$ cat config.mk
export PLATFORM = sky130hd
export DESIGN_NAME = attack_hold_seq
export DESIGN_NICKNAME = d
export VERILOG_FILES = /design/src/rtl/attack_hold_seq.sv
export SDC_FILE = /design/constraint.sdc
export NUM_CORES = 1
export LEC_CHECK = 0
export BUFFER_PORTS_ARGS = -buffer_cell sky130_fd_sc_hd__buf_2
export CAP_MARGIN = 5
export CORE_MARGIN = 2
export CORE_UTILIZATION = 36
export CTS_CLUSTER_SIZE = 12
export DETAILED_ROUTE_END_ITERATION = 10
export GPL_TIMING_DRIVEN = 0
export PLACE_DENSITY_LB_ADDON = 0.12
export SLEW_MARGIN = 15
export SYNTH_ARGS = -nofsm -noshare
export SYNTH_HDL_FRONTEND = slang
export SYNTH_SLANG_ARGS = --single-unit
$ cat constraint.sdc
create_clock -name clk -period 4.5 [get_ports clk]
set_input_delay 0 -clock clk [delete_from_list [all_inputs] [get_ports clk]]
set_output_delay 0 -clock clk [all_outputs]
set_load 0.01 [all_outputs]
$ cat src/rtl/attack_hold_seq.sv
module attack_hold_seq #(
  parameter int CNT_W       = 8,
  parameter int PERIOD_BITS = 8,
  parameter int RST_COARSE  = 245,
  parameter int RST_FINE    = 25,
  parameter int RST_PRESC   = 4
) (
  input  logic             clk,
  input  logic             rst_n,
  input  logic             cfg_load_i,
  input  logic [CNT_W-1:0] coarse_i,
  input  logic [CNT_W-1:0] fine_i,
  input  logic [2:0]       presc_i,
  input  logic             repeat_i,
  input  logic             pwm_hold_i,
  input  logic             start_i,
  input  logic             stop_i,
  output logic             attack_o,
  output logic             hold_o,
  output logic             pwm_en_o,
  output logic             flag_attack_o,
  output logic             flag_hold_o
);
  localparam int PC_W = 10;
  localparam logic [CNT_W-1:0] PERIOD_LAST = CNT_W'((1 << PERIOD_BITS) - 1);

  typedef enum logic [1:0] {S_IDLE, S_COARSE, S_FINE} st_t;

  st_t             st;
  logic [CNT_W-1:0] coarse_q, fine_q, tc, cc;
  logic [2:0]      presc_q;
  logic [PC_W-1:0] pc, mask;
  logic            valid, tick, start_go, coarse_done, fine_done;
  st_t             first_st;

  always_comb begin
    valid = 1'b1;
    case (presc_q)
      3'd1:    mask = 10'h000;
      3'd2:    mask = 10'h007;
      3'd3:    mask = 10'h03F;
      3'd4:    mask = 10'h0FF;
      3'd5:    mask = 10'h3FF;
      default: begin mask = 10'h000; valid = 1'b0; end
    endcase
  end

  assign tick        = (st != S_IDLE) && valid && ((pc & mask) == mask);
  assign start_go    = start_i && !stop_i;
  assign first_st    = (coarse_q != '0) ? S_COARSE : S_FINE;
  assign coarse_done = ({1'b0, cc} + 1'b1) >= {1'b0, coarse_q};
  assign fine_done   = (tc == fine_q);

  assign flag_attack_o = attack_o;
  assign flag_hold_o   = hold_o | pwm_en_o;

  always_ff @(posedge clk or negedge rst_n) begin
    if (!rst_n) begin
      st       <= S_IDLE;
      coarse_q <= CNT_W'(RST_COARSE);
      fine_q   <= CNT_W'(RST_FINE);
      presc_q  <= 3'(RST_PRESC);
      tc       <= '0;
      cc       <= '0;
      pc       <= '0;
      attack_o <= 1'b0;
      hold_o   <= 1'b0;
      pwm_en_o <= 1'b0;
    end else begin
      if (cfg_load_i) begin
        coarse_q <= coarse_i;
        fine_q   <= fine_i;
        presc_q  <= presc_i;
      end
      pc <= pc + 1'b1;
      if (stop_i) begin
        st       <= S_IDLE;
        hold_o   <= 1'b0;
        pwm_en_o <= 1'b0;
      end else if (start_go) begin
        st       <= first_st;
        tc       <= '0;
        cc       <= '0;
        pc       <= '0;
        attack_o <= 1'b1;
        hold_o   <= 1'b0;
        pwm_en_o <= 1'b0;
      end else if (tick) begin
        case (st)
          S_COARSE: begin
            if (tc == PERIOD_LAST) begin
              tc <= '0;
              if (coarse_done) st <= S_FINE;
              else             cc <= cc + 1'b1;
            end else begin
              tc <= tc + 1'b1;
            end
          end
          S_FINE: begin
            if (fine_done) begin
              if (repeat_i) begin
                st       <= first_st;
                tc       <= '0;
                cc       <= '0;
                pc       <= '0;
                attack_o <= ~attack_o;
                pwm_en_o <= 1'b1;
              end else begin
                st       <= S_IDLE;
                attack_o <= 1'b0;
                if (pwm_hold_i) pwm_en_o <= 1'b1;
                else            hold_o   <= 1'b1;
              end
            end else begin
              tc <= tc + 1'b1;
            end
          end
          default: ;
        endcase
      end
    end
  end
endmodule


==> results.json, run 1 <==
{
  "area_delta_synth_final_pct": 19.1,
  "via_count": 2382,
  "die_area_sq_um": 9170,
  "cp-start-kind": "flip-flop",
  "cap_violations": 0,
  "path_max_fanout": 7,
  "critPathKind": "reg2reg",
  "postRouteWirelength_mm": 6.63,
  "clockBufferDepth": 2,
  "arrival_ps": 3450,
  "die_y_um": 95.8,
  "io_pins": 31,
  "cts_max_level": 2,
  "gp_congestion": 0.830,
  "cts_resized": 0,
  "path_delay_family": "simple AND/OR/NAND/NOR gates",
  "antenna_cells": 0,
  "holdWs_ps": 58.1,
  "dieWidth_um": 95.8,
  "post-route-period-util": 0.715,
  "crit_path_frequent_cell": "nand2_1",
  "rsz0062_at_grt": "false",
  "grt_pass1_wl_mm": 11.6,
  "routed_via_density": 5.19,
  "synth_area_sq_um": 3030,
  "numPortBuffers": 28,
  "final_nets": 395,
  "clock_latency_ps": 310,
  "worstPathCellList": "ha_1 > and4_1 > nand2_1 > or2_2 > nand2_1 > ha_1 > a21o_1 > nand2_1 > nand3_1 > or3b_1 > buf_6 > a311oi_2 > mux2i_1",
  "grt_max_degree": 51,
  "wl_per_cell_um": 14.5,
  "leakagePower_nw": 1.57,
  "max_freq_ghz": 0.311,
  "synth_adder_area_share": 0.0661,
  "fillCellCount": 836,
  "ys_async_sr_fraction": 1.00,
  "fin_setup_tns_ps": 0,
  "synthMuxAreaShare": 0.0479,
  "place_hpwl_mm": 4.82,
  "synth_top_family_by_area": "simple AND/OR/NAND/NOR gates",
  "root_buffer": "clkbuf_8",
  "min_period_ps": 3220,
  "ys_warn_count": 0,
  "antenna_left": 0,
  "utilization": 0.442,
  "synthSimpleGateAreaFrac": 0.189,
  "clkSinkCount": 50,
  "synth_xor_area_frac": 0.0578,
  "finalSetupViolations": 0,
  "drv_slew": 0,
  "synth_nets": 339,
  "avgSynthCellArea_sq_um": 10.2,
  "skew_ps": 10.3,
  "end_kind": "flip-flop",
  "drive_gt1_frac": 0.234,
  "design_power_total_mw": 1.16,
  "fp.coreArea_sq_um": 8180,
  "critPathRequiredTime_ps": 4740,
  "grt_overflow": 0,
  "postCtsSetupBuffers": 0,
  "worstHoldPathType": "in2reg",
  "crit_slowest_cell": "dfrtp_1",
  "drt-pass1-iter-count": 4,
  "synth_enable_flop_cells": 0,
  "start_util": 0.371,
  "synth-seq-area-share": 0.417,
  "cp_num_buf_inv": 1,
  "grt_antenna_before_repair": 0,
  "cts.reportedPaths.clkPinSlew_ps": 100,
  "synth-compound-area-share": 0.172,
  "yosysUniqueCellTypes": 60,
  "status": "complete, no violations",
  "synth-main-ff-cell": "dfrtp_1",
  "slowest_delay_ps": 450,
  "hold_buffers": 21,
  "final_hold_viol_count": 0,
  "drcViolationCount": 0,
  "ys_ff_latch": 50,
  "max_slew_margin": 0.530,
  "cts_buffers": 5,
  "fp-row-count": 33,
  "grt_usage": 0.163,
  "tightest_slew_ps": 694,
  "syn-instance-count": 297,
  "ir_worst_vdd_uv": 196,
  "drt-initial-drc-count": 79,
  "cts_tree": "yes",
  "powerDensity_nw_per_um2": 320,
  "first_global_vias": 2336
}
[cell type report]
class / count / area (sq um) / area share
plain buffers: 13 / 86.3 / 0.0239
clock buffers: 7 / 86.3 / 0.0239
clock inverters: 1 / 8.76 / 0.00243
inverters: 18 / 67.6 / 0.0187
multi-input cells: 216 / 1610 / 0.447
flip-flops and latches: 50 / 1260 / 0.350
well taps: 105 / 131 / 0.0364
repair buffers: 49 / 353 / 0.0977
[sequential cells by signal (all words and copies together) (netlist names)]
| signal | flops |
|---|---|
| pc | 10 |
| pwm_en_o | 1 |
| st | 2 |
| cc | 8 |
| attack_o | 1 |
| hold_o | 1 |
| presc_q | 3 |
| coarse_q | 8 |
| tc | 8 |
| fine_q | 8 |
[kinds of logic (layout without fill, tap and decap cells)]
group,Yosys count,after routing
multiplexers,13,13
buffers and inverters,31,88
flip-flops,50,50
XOR/XNOR,20,20
AO/OA/AOI/OAI,62,62
AND/OR/NAND/NOR,105,105
adder cells (fa/ha/maj),16,16
[synth_stat cells (5+ instances only)]
library cell / instances / area, sq um
dfrtp_1: 40 / 1000
nand2_1: 24 / 90.1
nor2_1: 21 / 78.8
inv_1: 18 / 67.6
ha_1: 16 / 200
xnor2_1: 15 / 131
o21ai_0: 14 / 70.1
nand3_1: 13 / 65.1
mux2_2: 12 / 135
dfstp_2: 10 / 263
a21oi_1: 7 / 35.0
clkbuf_1: 7 / 26.3
nor4_1: 6 / 37.5
and3_1: 5 / 31.3
nor3_1: 5 / 25.0
o31ai_1: 5 / 37.5
xor2_1: 5 / 43.8
[metrics by stage]
step / setup slack, ps / cells / cell area, sq um
3_3_place_gp: 1300 / 430 / 3300
3_5_place_dp: 1290 / 430 / 3300
5_1_grt: 1040 / 459 / 3610
4_1_cts: 1250 / 459 / 3610
6_report: 1280 / 459 / 3610
2_1_floorplan: 1700 / 297 / 3030
[tightest hold or removal path, stage by stage]
cell and delay (ps):
buf_2 80, nor2_1 40, a31oi_1 160, nor3_1 50
[final timing paths]
check                      slack [ps]     end  startpoint  cells past startpoint
min                                60  hold_o  pwm_hold_i                      4
max reg2reg                      1280   st[0]       cc[0]                     13
min reg2reg                       490   pc[0]       pc[0]                      1
max                              1280   st[0]       cc[0]                     13
max in group asynchronous        3810   tc[7]       rst_n                      2
min in group asynchronous         260   cc[4]       rst_n                      2
[cells in the final DEF (no fill, tap or decap), drive strengths merged, types with 2 or more instances in the layout]
cell type    instances
a21oi                7
o41ai                2
o2bb2ai              2
and3                 6
a2111oi              3
nand4                4
mux2                12
nor2                21
ha                  16
o31a                 2
o21ai               14
nand2b               4
a31oi                3
nor3                 6
nand2               24
nor4                 6
xor2                 5
inv                 19
dfrtp               40
a211o                2
a2bb2oi              2
or3                  4
xnor2               15
a311oi               2
dlygate4sd3         21
buf                 33
a21o                 4
clkbuf              15
nor2b                3
or2                  8
dfstp               10
a22o                 4
o311ai               2
nand3               14
o211ai               2
o31ai                6
[power breakdown]
part,internal [mW],switching [mW],total [mW]
registers,0.516,0.0690,0.585
logic,0.140,0.145,0.285
clock network,0.128,0.159,0.286
[layer usage]
metal | routed length, um | GRT usage | part of all wire
met5 | 0 | 0 | 0
met4 | 63 | 0.0452 | 0.0095
met3 | 216 | 0.0251 | 0.033
met2 | 3120 | 0.262 | 0.47
met1 | 3230 | 0.230 | 0.49
Note: power is estimated with default switching activity, not from simulation.
==> inputs of run 2 (changes only) <==
ABC_AREA = 1   (was not set)
clock period = 2.8 ns   (was 4.5 ns; I/O delays follow)
==> run 2 against run 1 <==
- power increased by 100%
- die area up 3.6%
- sequential power grew 76%
- critical endpoint is now cc[1]
- final area is 5.4% higher
- combinational power rose to 2.7 times the previous value
- largest cell class unchanged
- synthesized area is 3.8% higher
- non-clock buffer count shrank 4
- global-route usage shrank 0.33 points
- first-iteration DRC count rose by 34%
- core utilization grew 0.12 points
==> results.json, run 2 <==
{
  "min_period_ps": 2580,
  "worstReg2RegStart": "cc[0]",
  "final_hold_viol_count": 0,
  "end_kind": "flip-flop",
  "antenna_cells": 0,
  "cp-start-kind": "flip-flop",
  "drcViolationCount": 0,
  "r2r-end": "cc[1]",
  "clkSinkCount": 50,
  "final_nets": 524,
  "whs_path_depth": 4,
  "ir_worst_vdd_uv": 240,
  "fillCellCount": 909,
  "fp-row-count": 34,
  "min_to": "st[0]",
  "clockBufferDepth": 2,
  "via_count": 2754,
  "io_pins": 31,
  "fp.coreArea_sq_um": 8590,
  "path_max_fanout": 8,
  "place_ws_ps": 150,
  "synth-main-ff-cell": "dfrtp_1",
  "syn-instance-count": 422,
  "gp_congestion": 0.794,
  "finalSetupViolations": 0,
  "fin_setup_tns_ps": 0,
  "ys_warn_count": 0,
  "leakagePower_nw": 1.96,
  "synth_enable_flop_cells": 0,
  "r2r_setup_slack_ps": 220,
  "status": "complete, no violations",
  "antenna_left": 0,
  "r2r_cells": 17,
  "max_freq_ghz": 0.388,
  "grt_use_met3": 0.0281,
  "rsz0062_at_grt": "false",
  "drt-pass1-iter-count": 4,
  "grt_usage": 0.160,
  "use_met2": 0.272,
  "critPathRequiredTime_ps": 3050,
  "largest_reg_flops": 10,
  "critPathKind": "reg2reg",
  "grt_overflow": 0,
  "worstHoldPathType": "in2reg",
  "cts_tree": "yes",
  "postRouteWirelength_mm": 7.24,
  "synth_area_leaders": "dfrtp_1 32%, nand2_1 13%, inv_1 8.5%",
  "die_y_um": 97.5,
  "cts_max_level": 2,
  "place_inst": 559,
  "numPortBuffers": 29,
  "cts.reportedPaths.clkPinSlew_ps": 100,
  "ys_async_sr_fraction": 1.00,
  "max_slew_margin": 0.554,
  "grt_pass1_wl_mm": 12.5,
  "synthTopCellsByCount": "110 x nand2_1, 71 x inv_1, 40 x dfrtp_1",
  "worst_hold_startpoint": "start_i",
  "routed_via_density": 4.66,
  "layout_common_cells": "109 x nand2_1, 71 x inv_1, 39 x dfrtp_1",
  "cap_violations": 0,
  "dieWidth_um": 97.5,
  "grt_util_met1": 0.216,
  "grt_antenna_before_repair": 0,
  "post-route-period-util": 0.921,
  "seqCellArea_sq_um": 1260,
  "first_global_vias": 2655,
  "powerDensity_nw_per_um2": 621,
  "postLayoutSetupSlackWorst_ps": 222,
  "synthMostInstantiatedCell": "nand2_1",
  "synth_nets": 464,
  "design_area_sq_um": 3800,
  "skew_ps": 13.4,
  "busiest_layer": "met2",
  "drive_gt1_frac": 0.188,
  "wl_per_cell_um": 12.3,
  "cts_buffers": 5,
  "place_hpwl_mm": 5.33,
  "yosys.area.top_type": "dfrtp_1",
  "drt-initial-drc-count": 106,
  "synth_area_sq_um": 3150,
  "utilization": 0.443,
  "regMostFlops": "pc",
  "clock_latency_ps": 320,
  "area_delta_synth_final_pct": 21.0,
  "tightest_slew_ps": 663,
  "cp-startpoint": "cc[0]",
  "die_area_sq_um": 9500,
  "ys_ff_latch": 50,
  "grt_max_degree": 51,
  "root_buffer": "clkbuf_8",
  "mostFrequentLayoutCell": "nand2_1",
  "finalNonFillerCells": 591,
  "placed_cell_area_sq_um": 3430,
  "synth-seq-area-share": 0.402,
  "avgSynthCellArea_sq_um": 7.45,
  "multi_input_area_sq_um": 1600,
  "drv_slew": 0,
  "start_util": 0.366,
  "arrival_ps": 2820,
  "synth_top_area_share": 0.318,
  "yosysUniqueCellTypes": 35
}
==> run 2: cell types whose count changed after synthesis, moves of 8 or more <==
cell | before | now
nand2_1 | 24 | 110
inv_1 | 18 | 71
o21ai_0 | 14 | 31
nor2_1 | 21 | 36
nand3_1 | 13 | 27
xnor2_1 | 15 | 1
mux2_2 | 12 | 1
nor2_2 | 0 | 8
==> run 2: final cells by class <==
cell class              count  share of cell area
well taps                 108              0.0355
plain buffers               6             0.00888
repair buffers             52              0.0980
multi-input cells         292               0.419
clock buffers               6              0.0217
inverters                  75              0.0740
flip-flops and latches     50               0.332
clock inverters             2              0.0102
==> run 2: stage by stage <==
stage	hold slack [ps]	power [mW]
finish	18.7	2.36
global route	37.0	2.59
floorplan	-296	1.57
CTS	20.2	2.36
detailed placement	212	1.77
global placement	206	1.75
==> run 2: kinds of logic after synthesis <==
kind of cell               Yosys count  synth area share
AOI/OAI and AO/OA                   49            0.0871
muxes                                1           0.00358
adders and majority gates           16            0.0636
xor gates and xnor gates             7            0.0195
and+or+nand+nor                    218             0.324
DFF                                 50             0.402
buffers and inverters               81             0.100
==> run 2: critical path: stages (launching register included) <==
cell,delay [ps]
dfrtp_2,420
ha_2,190
nand2_1,90
nor2_4,170
nand3_1,100
xor2_1,190
inv_1,100
ha_4,280
nand2_2,50
nor3_1,170
nand4_1,130
nand3_1,110
nand2_1,60
nand2_2,110
nand2_4,100
nand2_4,120
nand2_1,60
nand2_1,60
==> run 2: timing repair <==
| item | CTS | global route |
|---|---|---|
| hold buffers | 21 | 0 |
| setup buffers | 0 | 2 |
| setup endpoints to repair | 0 | 8 |
| endpoints found under the hold margin | 60 | 0 |
| resized for setup | 0 | 6 |
==> run 2: how the worst max path moves through the flow <==
stage / to / slack (ps) / cells past startpoint
floorplan: cc[4] / 460 / 18
detailed placement: cc[5] / 150 / 18
global route: cc[6] / 10 / 18
CTS: cc[5] / 110 / 18
global placement: cc[5] / 150 / 18
finish: cc[1] / 220 / 17
==> run 2: power breakdown <==
part / switching, mW / internal, mW
registers: 0.148 / 0.881
clock network: 0.268 / 0.294
logic: 0.444 / 0.327
total: 0.859 / 1.50
==> run 2: per-layer routing <==
layer  share of wire  up-vias
li1                -     1441
met3           0.040        3
met2            0.48       48
met1            0.48     1262
met4          0.0037        0
met5               0        -
